File: src/rtl/sfifo_pkg.sv
package sfifo_pkg;
  typedef enum logic {
    MODE_DUAL_WE = 1'b0,
    MODE_PFLAG   = 1'b1
  } wmode_e;
endpackage

File: src/rtl/sfifo_ctrl.sv
module sfifo_ctrl
  import sfifo_pkg::*;
(
  input  logic   clk,
  input  logic   rst_n,
  input  logic   wen1_n,
  input  logic   wen2_ld,
  input  logic   ren1_n,
  input  logic   ren2_n,
  input  logic   full_n,
  input  logic   empty_n,
  output wmode_e mode,
  output logic   wr_fire,
  output logic   rd_fire,
  output logic   ofs_wr,
  output logic   ofs_rd
);
  logic ld_sel;
  logic wr_req;
  logic rd_req;

  // mode follows the pin only while reset is held
  always_ff @(posedge clk) begin
    if (!rst_n) mode <= wen2_ld ? MODE_DUAL_WE : MODE_PFLAG;
  end

  always_comb begin
    ld_sel  = (mode == MODE_PFLAG) && !wen2_ld;
    wr_req  = !wen1_n && wen2_ld;
    rd_req  = !ren1_n && !ren2_n && !ld_sel;
    wr_fire = rst_n && wr_req && full_n;
    rd_fire = rst_n && rd_req && empty_n;
    ofs_wr  = rst_n && ld_sel && !wen1_n;
    ofs_rd  = rst_n && ld_sel && !ren1_n && !ren2_n;
  end


  mode_hold_chk: assert property (@(posedge clk) disable iff (!rst_n)
    $past(rst_n) |-> $stable(mode));
endmodule

File: src/rtl/sfifo_ram.sv
module sfifo_ram #(
  parameter int DEPTH = 256,
  parameter int DW    = 9,
  localparam int AW   = $clog2(DEPTH)
) (
  input  logic          clk,
  input  logic          rst_n,
  input  logic          wr_fire,
  input  logic          rd_fire,
  input  logic          ofs_rd,
  input  logic [DW-1:0] din,
  input  logic [DW-1:0] ofs_rdata,
  output logic [DW-1:0] dout,
  output logic [AW-1:0] wptr,
  output logic [AW-1:0] rptr
);
  logic [DW-1:0] mem [DEPTH];

  // array port kept free of reset so it maps onto block memory
  always_ff @(posedge clk) begin
    if (wr_fire) mem[wptr] <= din;
  end

  always_ff @(posedge clk) begin
    if (!rst_n) begin
      wptr <= '0;
      rptr <= '0;
    end else begin
      if (wr_fire) wptr <= wptr + 1'b1;
      if (rd_fire) rptr <= rptr + 1'b1;
    end
  end

  always_ff @(posedge clk) begin
    if (!rst_n)       dout <= '0;
    else if (rd_fire) dout <= mem[rptr];
    else if (ofs_rd)  dout <= ofs_rdata;
  end
endmodule

File: src/rtl/sfifo_flags.sv
module sfifo_flags #(
  parameter int DEPTH = 256,
  localparam int AW   = $clog2(DEPTH),
  localparam int CW   = AW + 1
) (
  input  logic          clk,
  input  logic          rst_n,
  input  logic          wr_fire,
  input  logic          rd_fire,
  input  logic [AW-1:0] ae_lvl,
  input  logic [AW-1:0] af_lvl,
  output logic [CW-1:0] cnt,
  output logic          empty_n,
  output logic          ae_n,
  output logic          full_n,
  output logic          af_n
);
  localparam logic [CW-1:0] FULLC = CW'(DEPTH);

  logic [CW-1:0] cnt_d;
  logic [CW-1:0] af_limit;

  always_comb begin
    cnt_d = cnt;
    if (wr_fire && !rd_fire)      cnt_d = cnt + 1'b1;
    else if (!wr_fire && rd_fire) cnt_d = cnt - 1'b1;
    af_limit = FULLC - {1'b0, af_lvl};
  end

  always_ff @(posedge clk) begin
    if (!rst_n) begin
      cnt     <= '0;
      empty_n <= 1'b0;
      ae_n    <= 1'b0;
      full_n  <= 1'b1;
      af_n    <= 1'b1;
    end else begin
      cnt     <= cnt_d;
      empty_n <= (cnt_d != '0);
      ae_n    <= (cnt_d > {1'b0, ae_lvl});
      full_n  <= (cnt_d != FULLC);
      af_n    <= (cnt_d < af_limit);
    end
  end


  cnt_bound_chk: assert property (@(posedge clk) disable iff (!rst_n)
    cnt <= FULLC);

  empty_cnt_chk: assert property (@(posedge clk) disable iff (!rst_n)
    empty_n == (cnt != '0));

  full_cnt_chk: assert property (@(posedge clk) disable iff (!rst_n)
    full_n == (cnt != FULLC));

  flag_step_chk: assert property (@(posedge clk) disable iff (!rst_n)
    (wr_fire && !rd_fire) |=> empty_n);
endmodule

File: src/rtl/sfifo_pflag.sv
module sfifo_pflag
  import sfifo_pkg::*;
#(
  parameter int DEPTH = 256,
  parameter int DW    = 9,
  localparam int AW   = $clog2(DEPTH)
) (
  input  logic          clk,
  input  logic          rst_n,
  input  logic          wr_en1_n,
  input  logic          wr_en2_ld,
  input  logic          rd_en1_n,
  input  logic          rd_en2_n,
  input  logic [DW-1:0] wr_data,
  input  logic [AW-1:0] empty_lvl,
  input  logic [AW-1:0] full_lvl,
  input  logic [DW-1:0] ofs_rdata,
  output logic [DW-1:0] rd_data,
  output logic          empty_n,
  output logic          almost_empty_n,
  output logic          full_n,
  output logic          almost_full_n,
  output logic          ofs_wr_stb,
  output logic          ofs_rd_stb
);
  wmode_e        mode;
  logic          wr_fire;
  logic          rd_fire;
  logic [AW-1:0] wptr;
  logic [AW-1:0] rptr;
  logic [AW:0]   cnt;

  sfifo_ctrl u_ctrl (
    .clk     (clk),
    .rst_n   (rst_n),
    .wen1_n  (wr_en1_n),
    .wen2_ld (wr_en2_ld),
    .ren1_n  (rd_en1_n),
    .ren2_n  (rd_en2_n),
    .full_n  (full_n),
    .empty_n (empty_n),
    .mode    (mode),
    .wr_fire (wr_fire),
    .rd_fire (rd_fire),
    .ofs_wr  (ofs_wr_stb),
    .ofs_rd  (ofs_rd_stb)
  );

  sfifo_ram #(.DEPTH(DEPTH), .DW(DW)) u_ram (
    .clk       (clk),
    .rst_n     (rst_n),
    .wr_fire   (wr_fire),
    .rd_fire   (rd_fire),
    .ofs_rd    (ofs_rd_stb),
    .din       (wr_data),
    .ofs_rdata (ofs_rdata),
    .dout      (rd_data),
    .wptr      (wptr),
    .rptr      (rptr)
  );

  sfifo_flags #(.DEPTH(DEPTH)) u_flags (
    .clk     (clk),
    .rst_n   (rst_n),
    .wr_fire (wr_fire),
    .rd_fire (rd_fire),
    .ae_lvl  (empty_lvl),
    .af_lvl  (full_lvl),
    .cnt     (cnt),
    .empty_n (empty_n),
    .ae_n    (almost_empty_n),
    .full_n  (full_n),
    .af_n    (almost_full_n)
  );


  ptr_cnt_chk: assert property (@(posedge clk) disable iff (!rst_n)
    cnt[AW-1:0] == AW'(wptr - rptr));

  ofs_nowrite_chk: assert property (@(posedge clk) disable iff (!rst_n)
    ofs_wr_stb |=> $stable(wptr));
endmodule

File: config.mk
export PLATFORM = sky130hd
export DESIGN_NAME = sfifo_pflag
export DESIGN_NICKNAME = d
export VERILOG_FILES = /design/src/rtl/sfifo_pkg.sv /design/src/rtl/sfifo_ctrl.sv /design/src/rtl/sfifo_ram.sv /design/src/rtl/sfifo_flags.sv /design/src/rtl/sfifo_pflag.sv
export SDC_FILE = /design/constraint.sdc
export NUM_CORES = 2
export LEC_CHECK = 0
export ABC_AREA = 1
export BUFFER_PORTS_ARGS = -buffer_cell sky130_fd_sc_hd__buf_4
export CORE_MARGIN = 2
export CORE_UTILIZATION = 30
export DETAILED_ROUTE_END_ITERATION = 7
export PLACE_DENSITY = 0.44
export SLEW_MARGIN = 20
export SYNTH_ARGS = -nofsm -noshare
export SYNTH_HDL_FRONTEND = slang
export SYNTH_SLANG_ARGS = --single-unit
File: constraint.sdc
create_clock -name clk -period 3.3 [get_ports clk]
set_input_delay 0.66 -clock clk [delete_from_list [all_inputs] [get_ports clk]]
set_output_delay 0.66 -clock clk [all_outputs]
set_load 0.005 [all_outputs]
==> flow_summary.ini <==
[logic_synthesis]
syn-num-nets = 8211
synthArstFlopShare_pct = 0
yosysWarnings = 0
yosys-top-cells-count = nand2_1 (2,432), edfxtp_1 (2,305), nand3_1 (2,290)
ys_ff_latch = 2351
synth.avg_cell_area_um2 = 11.8
synth_edf_count = 2305
synthDominantCellAreaShare_pct = 72.0
synthFlopType = edfxtp_1
yosys.area.top_type = edfxtp_1
syn-cell-area_um2 = 96100
yosysSeqAreaShare_pct = 73.0
yosysUniqueCellTypes = 44
yosysMostFrequentCell = nand2_1
synth_area_leaders = edfxtp_1 (72%), nand3_1 (12%), nand2_1 (9.5%)
syn_inst = 8147

[floorplanning]
dieArea_um2 = 325000
start_util_pct = 30.2
die_h_um = 570
die_w_um = 570
num_io_pins = 55
core.rowCount = 207
design.core.area_um2 = 318000

[cts]
htreeDepth = 5
clk_latency_ps = 860
cts_setup_buffers = 0
clk_path_buf_depth = 4
ctsResizeCount = 0
hold_buffers = 0
clkTransAtPathRegs_ps = 60
numCtsBuffers = 271
cts-root-buf = clkbuf_16
numClockSinks = 2351
cts_tree = done

[route]
drt_first_iter_violations = 5683
met2WireLength_mm = 143
wl_met1_mm = 134
vias = 64000
top_layer = met4
postRouteAntennaNets = 0
vias_per_cell = 4.96
dr_wl_met3_mm = 16.5
firstDrtPassIters = 5
drc = 0
post_drt_wl_per_cell_um = 23.3
wl_mm = 300

[pwr]
switchingPower_mw = 13.6
power_leakage_nw = 39.5
p_sw_share_pct = 21.4
p_int_mw = 50.0
seqPwrFrac_pct = 51.5
pwr-share-comb_pct = 3.3
clkPwrFrac_pct = 45.2
ir_drop_v = 0.000399
p_per_area_nw_per_um2 = 562

[place]
dpl-instance-area_um2 = 105000
gp_congestion = 0.831
dp.cells = 12400
place_hpwl_mm = 178
io_buffers = 54

[sta]
setup_violations = 0
maxSlewViolCount = 0
skew_ps = 66.0
hold_viol = 0
tns_ps = 0
slew_headroom_pct = 40.7
max_clock_freq_ghz = 0.327
rsz0062_at_grt = false
fin_crit_sh_pct = 92.7
worst_pin_slew_ps = 890
min_period_ps = 3060

[final_layout]
fin_nets = 8584
multiInputGateArea_um2 = 22800
areaGrowthSynthToFinish_pct = 17.8
regArea_um2 = 70200
drive_gt1_share_pct = 11.9
final_cell_area_um2 = 113000
fin_util_pct = 35.6
fin_cells = 12900
n_fill_cell = 31100

[run_status]
status = finished clean

[flow_run]
drv_cap = 0

[worst_setup_path]
worstPathArrival_ps = 3840
worstPathMaxFanout = 97
criticalPathCategory = reg2reg
worstPathRequired_ps = 4080
worst_setup_path_end_kind = flip-flop
start_kind = flip-flop

[global_route]
grt_max_degree = 115
track_usage_pct = 18.1
grt_overflow_total = 0
grt_pass1_wl_mm = 438
antenna_found_initial = 12
first_global_vias = 62100

[hold_path]
hold_path_class = in2reg
## state kept, by name, indices dropped and copies added, names as in the netlist, 8 cells and up, named ones only
| register | cells |
|---|---|
| u_ram.mem | 2304 |
| u_ram.wptr | 8 |
| u_flags.cnt | 9 |
| u_ram.dout | 9 |
| u_ram.rptr | 8 |
## worst max-delay path, cell delays in order (launching register included)
cell	delay, ps
dfxtp_4	410
inv_16	370
buf_12	330
nand2_1	90
nand3_1	80
nand3_1	100
nand3_1	200
nand3_1	170
nand3_1	170
nand3_1	190
nand2_1	330
nand2_1	90
nand3_1	110
nand2_1	60
a21oi_1	110
## kinds of logic (layout without fill, tap and decap cells)
group	count (synthesis)	after routing	share of synthesized area [%]
AO/OA/AOI/OAI	66	66	0.379
XOR/XNOR	13	13	0.118
adder cells (fa/ha/maj)	24	24	0.312
buffers and inverters	636	1210	3.37
flip-flops	2351	2351	73.0
multiplexers	1	1	0.0104
other	0	7	0
AND/OR/NAND/NOR	5056	5056	22.8
## area by class of cell
class	instances	share of cell area [%]
Timing Repair Buffer	642	5.59
Clock inverter	129	1.03
Multi-Input combinational cell	5160	20.1
Tap cell	4180	4.62
Sequential cell	2351	62.0
Antenna cell	7	0.0155
Inverter	94	0.361
Clock buffer	345	6.32
## cells in the final DEF (no fill, tap or decap), types with 2 or more instances in the layout
master / Yosys / layout
clkinv_8: 0 / 8
clkinv_2: 0 / 37
nand2_1: 2432 / 2417
clkinv_1: 3 / 53
clkbuf_1: 95 / 69
xor2_1: 12 / 12
inv_1: 80 / 80
ha_1: 24 / 24
nor3_1: 10 / 10
a21oi_1: 38 / 38
dfxtp_1: 46 / 40
nand2_2: 1 / 16
inv_16: 0 / 2
clkbuf_16: 0 / 275
buf_4: 55 / 518
inv_6: 1 / 13
nand4_1: 8 / 8
clkinv_4: 0 / 3
o21ai_0: 19 / 19
dfxtp_4: 0 / 5
inv_4: 4 / 2
inv_2: 6 / 3
bufinv_16: 0 / 17
nor2_1: 306 / 305
buf_8: 1 / 9
nand3_1: 2290 / 2290
clkinvlp_4: 0 / 4
diode_2: 0 / 7
edfxtp_1: 2305 / 2305
buf_12: 1 / 115
## stage by stage
step | hold slack, ps | setup slack [ps] | total power [mW]
after global placement | 480 | -126 | 35.6
final | 80.6 | 240 | 63.7
after CTS | 7.28 | 255 | 64.4
after global routing | 52.1 | 98.2 | 65.7
after detailed placement | 491 | 106 | 35.6
after floorplan | 461 | 520 | 34.3
## worst paths after layout
| kind | start | end | slack, ps | cells after the start |
|---|---|---|---|---|
| worst min register to register | u_ram.rptr[1] | flip-flop | 490 | 2 |
| worst min-delay path | wr_en2_ld | u_ctrl.mode | 80 | 2 |
| worst max register to register | flip-flop | u_ram.dout[0] | 240 | 14 |
| worst max-delay path | flip-flop | u_ram.dout[0] | 240 | 14 |
## power by group through the flow
stage / logic (mW) / clock network [mW] / registers (mW)
global placement: 2.15 / 0 / 33.4
global route: 2.33 / 30.6 / 32.8
floorplan: 0.907 / 0 / 33.4
detailed placement: 2.16 / 0 / 33.4
CTS: 2.16 / 29.5 / 32.8
finish: 2.11 / 28.7 / 32.8
## per-layer routing
layer / track usage [%] / up-vias
met5: 0 / -
met4: 4.52 / 0
met3: 2.33 / 351
met2: 29.9 / 1833
met1: 25.2 / 32100
li1: - / 29700
Power figures use the tool's default switching activity.
